--- src/rtl/acr_pkg.sv ---
package acr_pkg;

   typedef enum logic [1:0] {
      PS_COUNT  = 2'd0,
      PS_PREFIX = 2'd1,
      PS_TAIL   = 2'd2
   } prs_state_t;

   // Air position n (0-based, n=0 is N=1) to identifier bit index:
   // bytes go low byte first, each byte high bit first.
   function automatic int unsigned air_index(input int unsigned n);
      return 8 * (n / 8) + 7 - (n % 8);
   endfunction

endpackage

--- src/rtl/acr_cmd_parser.sv ---
module acr_cmd_parser #(
   parameter int UID_W = 32,
   parameter int K_W   = 5,
   localparam int P_W   = $clog2(UID_W + 1),
   localparam int IDX_W = $clog2(UID_W)
) (
   input  logic             clk,
   input  logic             rst_n,
   input  logic             busy,
   input  logic             rx_valid,
   input  logic             rx_bit,
   input  logic             rx_eof,
   input  logic             rx_crc_ok,
   input  logic [UID_W-1:0] uid_air,
   output logic             fire,
   output logic [P_W-1:0]   fire_pos
);
   import acr_pkg::*;

   prs_state_t     state_q;
   logic [K_W-1:0] cnt_q;
   logic [K_W-1:0] k_q;
   logic           miss_q;
   logic           spoil_q;
   logic [K_W-1:0] k_next;

   assign k_next = {k_q[K_W-2:0], rx_bit};

   always_ff @(posedge clk or negedge rst_n) begin
      if (!rst_n) begin
         state_q <= PS_COUNT;
         cnt_q   <= '0;
         k_q     <= '0;
         miss_q  <= 1'b0;
         spoil_q <= 1'b0;
      end else if (rx_eof) begin
         state_q <= PS_COUNT;
         cnt_q   <= '0;
         k_q     <= '0;
         miss_q  <= 1'b0;
         spoil_q <= 1'b0;
      end else if (rx_valid) begin
         if (busy) begin
            spoil_q <= 1'b1;
         end else begin
            unique case (state_q)
               PS_COUNT: begin
                  k_q <= k_next;
                  if (cnt_q == K_W'(K_W - 1)) begin
                     cnt_q   <= '0;
                     state_q <= (k_next == '0) ? PS_TAIL : PS_PREFIX;
                  end else begin
                     cnt_q <= cnt_q + K_W'(1);
                  end
               end
               PS_PREFIX: begin
                  if (int'(cnt_q) < UID_W && rx_bit != uid_air[IDX_W'(cnt_q)])
                     miss_q <= 1'b1;
                  if (cnt_q == k_q - K_W'(1)) state_q <= PS_TAIL;
                  else                        cnt_q   <= cnt_q + K_W'(1);
               end
               default: ;
            endcase
         end
      end
   end

   assign fire = rx_eof && !busy && !spoil_q && !miss_q && rx_crc_ok
                 && (state_q == PS_TAIL);

   generate
      if ((2 ** K_W) - 1 >= UID_W) begin : g_clamp
         assign fire_pos = (int'(k_q) >= UID_W) ? P_W'(UID_W) : P_W'(k_q);
      end else begin : g_direct
         assign fire_pos = P_W'(k_q);
      end
   endgenerate

endmodule

--- src/rtl/acr_reply_ser.sv ---
module acr_reply_ser #(
   parameter int UID_W = 32,
   localparam int P_W   = $clog2(UID_W + 1),
   localparam int IDX_W = $clog2(UID_W)
) (
   input  logic             clk,
   input  logic             rst_n,
   input  logic             load,
   input  logic [P_W-1:0]   load_pos,
   input  logic [UID_W-1:0] uid_air,
   input  logic             tx_ready,
   output logic             busy,
   output logic             tx_bit,
   output logic             tx_sof,
   output logic             tx_last
);
   logic           busy_q;
   logic           sof_q;
   logic [P_W-1:0] pos_q;
   logic           take;

   assign take = busy_q && tx_ready;

   always_ff @(posedge clk or negedge rst_n) begin
      if (!rst_n) begin
         busy_q <= 1'b0;
         sof_q  <= 1'b0;
         pos_q  <= '0;
      end else if (load && !busy_q) begin
         busy_q <= 1'b1;
         sof_q  <= 1'b1;
         pos_q  <= load_pos;
      end else if (take) begin
         if (sof_q) begin
            sof_q <= 1'b0;
            if (pos_q == P_W'(UID_W)) busy_q <= 1'b0;
         end else begin
            if (pos_q == P_W'(UID_W - 1)) busy_q <= 1'b0;
            pos_q <= pos_q + P_W'(1);
         end
      end
   end

   assign busy    = busy_q;
   assign tx_sof  = sof_q;
   assign tx_bit  = sof_q ? 1'b0 : uid_air[IDX_W'(pos_q)];
   assign tx_last = sof_q ? (pos_q == P_W'(UID_W)) : (pos_q == P_W'(UID_W - 1));

endmodule

--- src/rtl/acr_uid_responder.sv ---
module acr_uid_responder #(
   parameter int UID_BYTES = 4,
   parameter int K_W       = 5,
   localparam int UID_W    = 8 * UID_BYTES,
   localparam int P_W      = $clog2(UID_W + 1)
) (
   input  logic             clk,
   input  logic             rst_n,
   input  logic [UID_W-1:0] uid,
   input  logic             rx_valid,
   input  logic             rx_bit,
   input  logic             rx_eof,
   input  logic             rx_crc_ok,
   input  logic             rx_req,
   input  logic             tx_ready,
   output logic             tx_valid,
   output logic             tx_bit,
   output logic             tx_sof,
   output logic             tx_last
);
   logic [UID_W-1:0] uid_air;
   logic             busy;
   logic             fire;
   logic [P_W-1:0]   fire_pos;
   logic             load;
   logic [P_W-1:0]   load_pos;

   generate
      if (UID_BYTES < 1) begin : g_bad_bytes
         $error("UID_BYTES must be at least 1");
      end
      if (K_W < 2) begin : g_bad_kw
         $error("K_W must be at least 2");
      end
      for (genvar n = 0; n < UID_W; n++) begin : g_air
         assign uid_air[n] = uid[acr_pkg::air_index(n)];
      end
   endgenerate

   acr_cmd_parser #(.UID_W(UID_W), .K_W(K_W)) i_parser (
      .clk       (clk),
      .rst_n     (rst_n),
      .busy      (busy),
      .rx_valid  (rx_valid),
      .rx_bit    (rx_bit),
      .rx_eof    (rx_eof),
      .rx_crc_ok (rx_crc_ok),
      .uid_air   (uid_air),
      .fire      (fire),
      .fire_pos  (fire_pos)
   );

   assign load     = fire || (rx_req && !busy);
   assign load_pos = fire ? fire_pos : '0;

   acr_reply_ser #(.UID_W(UID_W)) i_ser (
      .clk      (clk),
      .rst_n    (rst_n),
      .load     (load),
      .load_pos (load_pos),
      .uid_air  (uid_air),
      .tx_ready (tx_ready),
      .busy     (busy),
      .tx_bit   (tx_bit),
      .tx_sof   (tx_sof),
      .tx_last  (tx_last)
   );

   assign tx_valid = busy;

endmodule

--- config.mk ---
export PLATFORM = sky130hd
export DESIGN_NAME = acr_uid_responder
export DESIGN_NICKNAME = d
export VERILOG_FILES = /design/src/rtl/acr_pkg.sv /design/src/rtl/acr_cmd_parser.sv /design/src/rtl/acr_reply_ser.sv /design/src/rtl/acr_uid_responder.sv
export SDC_FILE = /design/constraint.sdc
export NUM_CORES = 1
export LEC_CHECK = 0
export BUFFER_PORTS_ARGS = -buffer_cell sky130_fd_sc_hd__buf_4
export CAP_MARGIN = 20
export CORE_MARGIN = 5
export CORE_UTILIZATION = 59
export DETAILED_ROUTE_END_ITERATION = 12
export MAX_ROUTING_LAYER = met4
export PLACE_DENSITY = 0.91
export SLEW_MARGIN = 20
export SYNTH_ARGS = -nofsm -noshare
export SYNTH_HDL_FRONTEND = slang
export SYNTH_SLANG_ARGS = --single-unit
--- constraint.sdc ---
create_clock -name clk -period 3.6 [get_ports clk]
set_input_delay 0.36 -clock clk [delete_from_list [all_inputs] [get_ports clk]]
set_output_delay 0.36 -clock clk [all_outputs]
set_load 0.1 [all_outputs]
==> reports/results.ini <==
[worst_setup_path]
cp_max_fo = 11
critPathRequiredTime_ps = 3240
endpoint_kind = primary output
cpMostUsedCell = mux4_2
cpMaxStageDelayCell = dfrtp_1
cp_cell_sequence = mux4_2 -> mux4_2 -> mux2i_1 -> nor2_1 -> buf_4
critPathMaxStageDelay_ps = 730
crit_arrival_ps = 2570
startpoint_type = flop
criticalPathCategory = flop to primary output
crit_buf_inv = 1
critPathTopFamily = multiplexers

[sta]
tns_ps = 0
fin_worst_skew_ps = 22.1
min_period_ps = 2930
fin_crit_sh_pct = 81.3
worstMarginPinSlew_ps = 779
timing.fmax_mhz = 342
layout_setup_ws_ps = 673
hold_viol = 0
finalSetupViolations = 0
relSlewSlack_pct = 47.7
rsz0062_at_grt = false
drv_slew = 0

[die]
die-area_um2 = 4520
die_h_um = 67.2
std_cell_rows = 20
ios = 44
core_area_um2 = 3100
die_w_um = 67.2
start_util_pct = 62.2

[place]
dp_slack_ps = 1010
hpwl_um = 4060
io_buffers = 43
gp_congestion = 0.925

[grt]
grt_pass1_vias = 1881
grt_pass1_wl_um = 8980
track_usage_pct = 27.1
antenna_found_initial = 0
grt_overflow = 0
grt_max_degree = 23

[logic_synthesis]
syn_inst = 205
synth_seq_cells = 22
synth_area_leaders = dfrtp_1 (29%), mux4_2 (19%), a21oi_1 (6.0%)
synth_enable_flop_cells = 0
netlist_area_um2 = 1930
syn_nets = 250
synth_flop_cell = dfrtp_1
ys_types = 43
yosys_warnings = 0
yosys.area.top_type = dfrtp_1
syn_area_per_cell_um2 = 9.42
ys_async_sr_fraction_pct = 100
synth_top_area_share_pct = 28.5
seq_area_frac_synth_pct = 28.5

[clock_network]
cts_buffer_depth = 2
htree_levels = 1
cts_tree = built
cts_setup_buffers = 0
clk_pin_slew_ps = 120
cts.sinks = 22
cts_made_buffers = 3
cts_root_buf = clkbuf_4
clk_latency_ps = 330

[drt]
via_per_inst = 6.67
vias = 1895
post_drt_wl_per_cell_um = 19.2
wirelength_um = 5440
final_antenna_net_count = 0
drt_pass1_iterations = 4
drtIter0Drc = 244
route.detailed.drc = 0

[finish]
area_delta_synth_final_pct = 19.8
fin_nets = 286
seq_area_um2 = 551
final_layout_size_suffix_gt1_share_pct = 27.9
diodes = 0
multi_input_area_um2 = 1280
nFillCells = 249

[power_and_ir_drop]
power.density_nw_per_um2 = 557
power_w = 0.00129
leakagePower_nw = 0.928
peakVddDrop_v = 0.000391

[flow_run]
maxCapViolCount = 0

[run_status]
status = finished clean

[hold_path]
hold_path.class = primary input to flop

[worst paths after layout]
path | startpoint | to | slack, ps | cells past startpoint
setup / recovery | i_ser.pos_q[0] | tx_bit | 670 | 5
hold / removal | tx_ready | i_ser.tx_sof | 220 | 2
setup reg to reg | i_parser.k_q[0] | i_parser.cnt_q[2] | 1180 | 7
hold reg to reg | i_parser.spoil_q | i_parser.spoil_q | 530 | 2
max in group asynchronous | rst_n | i_ser.pos_q[0] | 2930 | 2
min in group asynchronous | rst_n | i_parser.miss_q | 430 | 2
[cell usage in the layout, fill, tap and decap left out, drive strengths merged, types with 2 or more instances in the layout]
cell / n
a21oi: 23
a22oi: 2
a41oi: 2
buf: 43
clkbuf: 3
dfrtp: 22
ha: 5
inv: 11
mux2i: 8
mux4: 16
nand2: 15
nand2b: 6
nand3: 7
nand4: 2
nand4bb: 2
nor2: 11
nor2b: 3
nor3: 6
nor4: 3
o2111ai: 2
o21a: 4
o21ai: 12
o2bb2a: 2
o2bb2ai: 2
o31a: 2
o31ai: 2
or3: 4
xnor2: 2
xor2: 4
[final cells by class]
class	count	share of cell area [%]
well taps	44	2.38
clock buffers	3	0.974
multi-input cells	159	55.4
repair buffers	44	14.4
clock inverters	1	1.30
inverters	11	1.79
flip-flops and latches	22	23.8
[cells by family (layout without fill, tap and decap cells)]
family,count (synthesis),count (layout),share of synthesized area (%)
compound gates,58,58,18.9
xor+xnor,6,6,2.72
fa+ha+maj,5,5,3.24
buf+inv,24,59,5.44
flops,22,22,28.5
mux,25,25,23.4
simple gates,65,65,17.8
[through the flow]
stage | util, % | area, µm² | hold WS (ps) | std cells
floorplan | - | 1940 | 64.4 | 205
global placement | 72.5 | 2250 | 265 | 279
detailed placement | 72.5 | 2250 | 263 | 279
CTS | 74.5 | 2310 | 215 | 284
global route | 74.5 | 2310 | 226 | 284
finish | 74.5 | 2310 | 221 | 284
[power by group]
group | total (W) | leakage, nW | switching (W) | internal, W
clock network | 0.000199 | 0.0279 | 0.0000863 | 0.000113
registers | 0.000415 | 0.289 | 0.000122 | 0.000293
logic | 0.000673 | 0.612 | 0.000378 | 0.000295
total | 0.00129 | 0.928 | 0.000587 | 0.000701
[per-layer routing]
| metal | track usage, % | routed length (µm) |
|---|---|---|
| met5 | - | 0 |
| met1 | 33.1 | 2130 |
| met4 | 11.4 | 197 |
| met3 | 3.66 | 412 |
| met2 | 45.2 | 2700 |
[state kept, by name, indices dropped and copies added, names as in the netlist]
register and cells:
i_ser.busy 1, i_ser.tx_sof 1, i_parser.spoil_q 1, i_ser.pos_q 6, i_parser.miss_q 1, i_parser.k_q 5, i_parser.cnt_q 5, i_parser.state_q 2
[synthesized netlist by cell type (3+ instances only)]
cell type,number
o21ai_0,12
mux2i_1,8
a21oi_1,23
inv_1,11
o21a_1,4
nand3_1,7
mux4_2,16
nand2_1,15
nand2b_1,6
or3_1,4
clkbuf_1,8
nor4_1,3
buf_2,3
ha_1,5
nor3_1,6
xor2_1,4
dfrtp_1,22
nor2b_1,3
nor2_1,11
[timing repair]
action	in CTS	in global routing
endpoints found under the setup margin	0	0
resized for setup	0	0
endpoints found under the hold margin	22	0
hold buffers	1	0
Power figures use the tool's default switching activity.
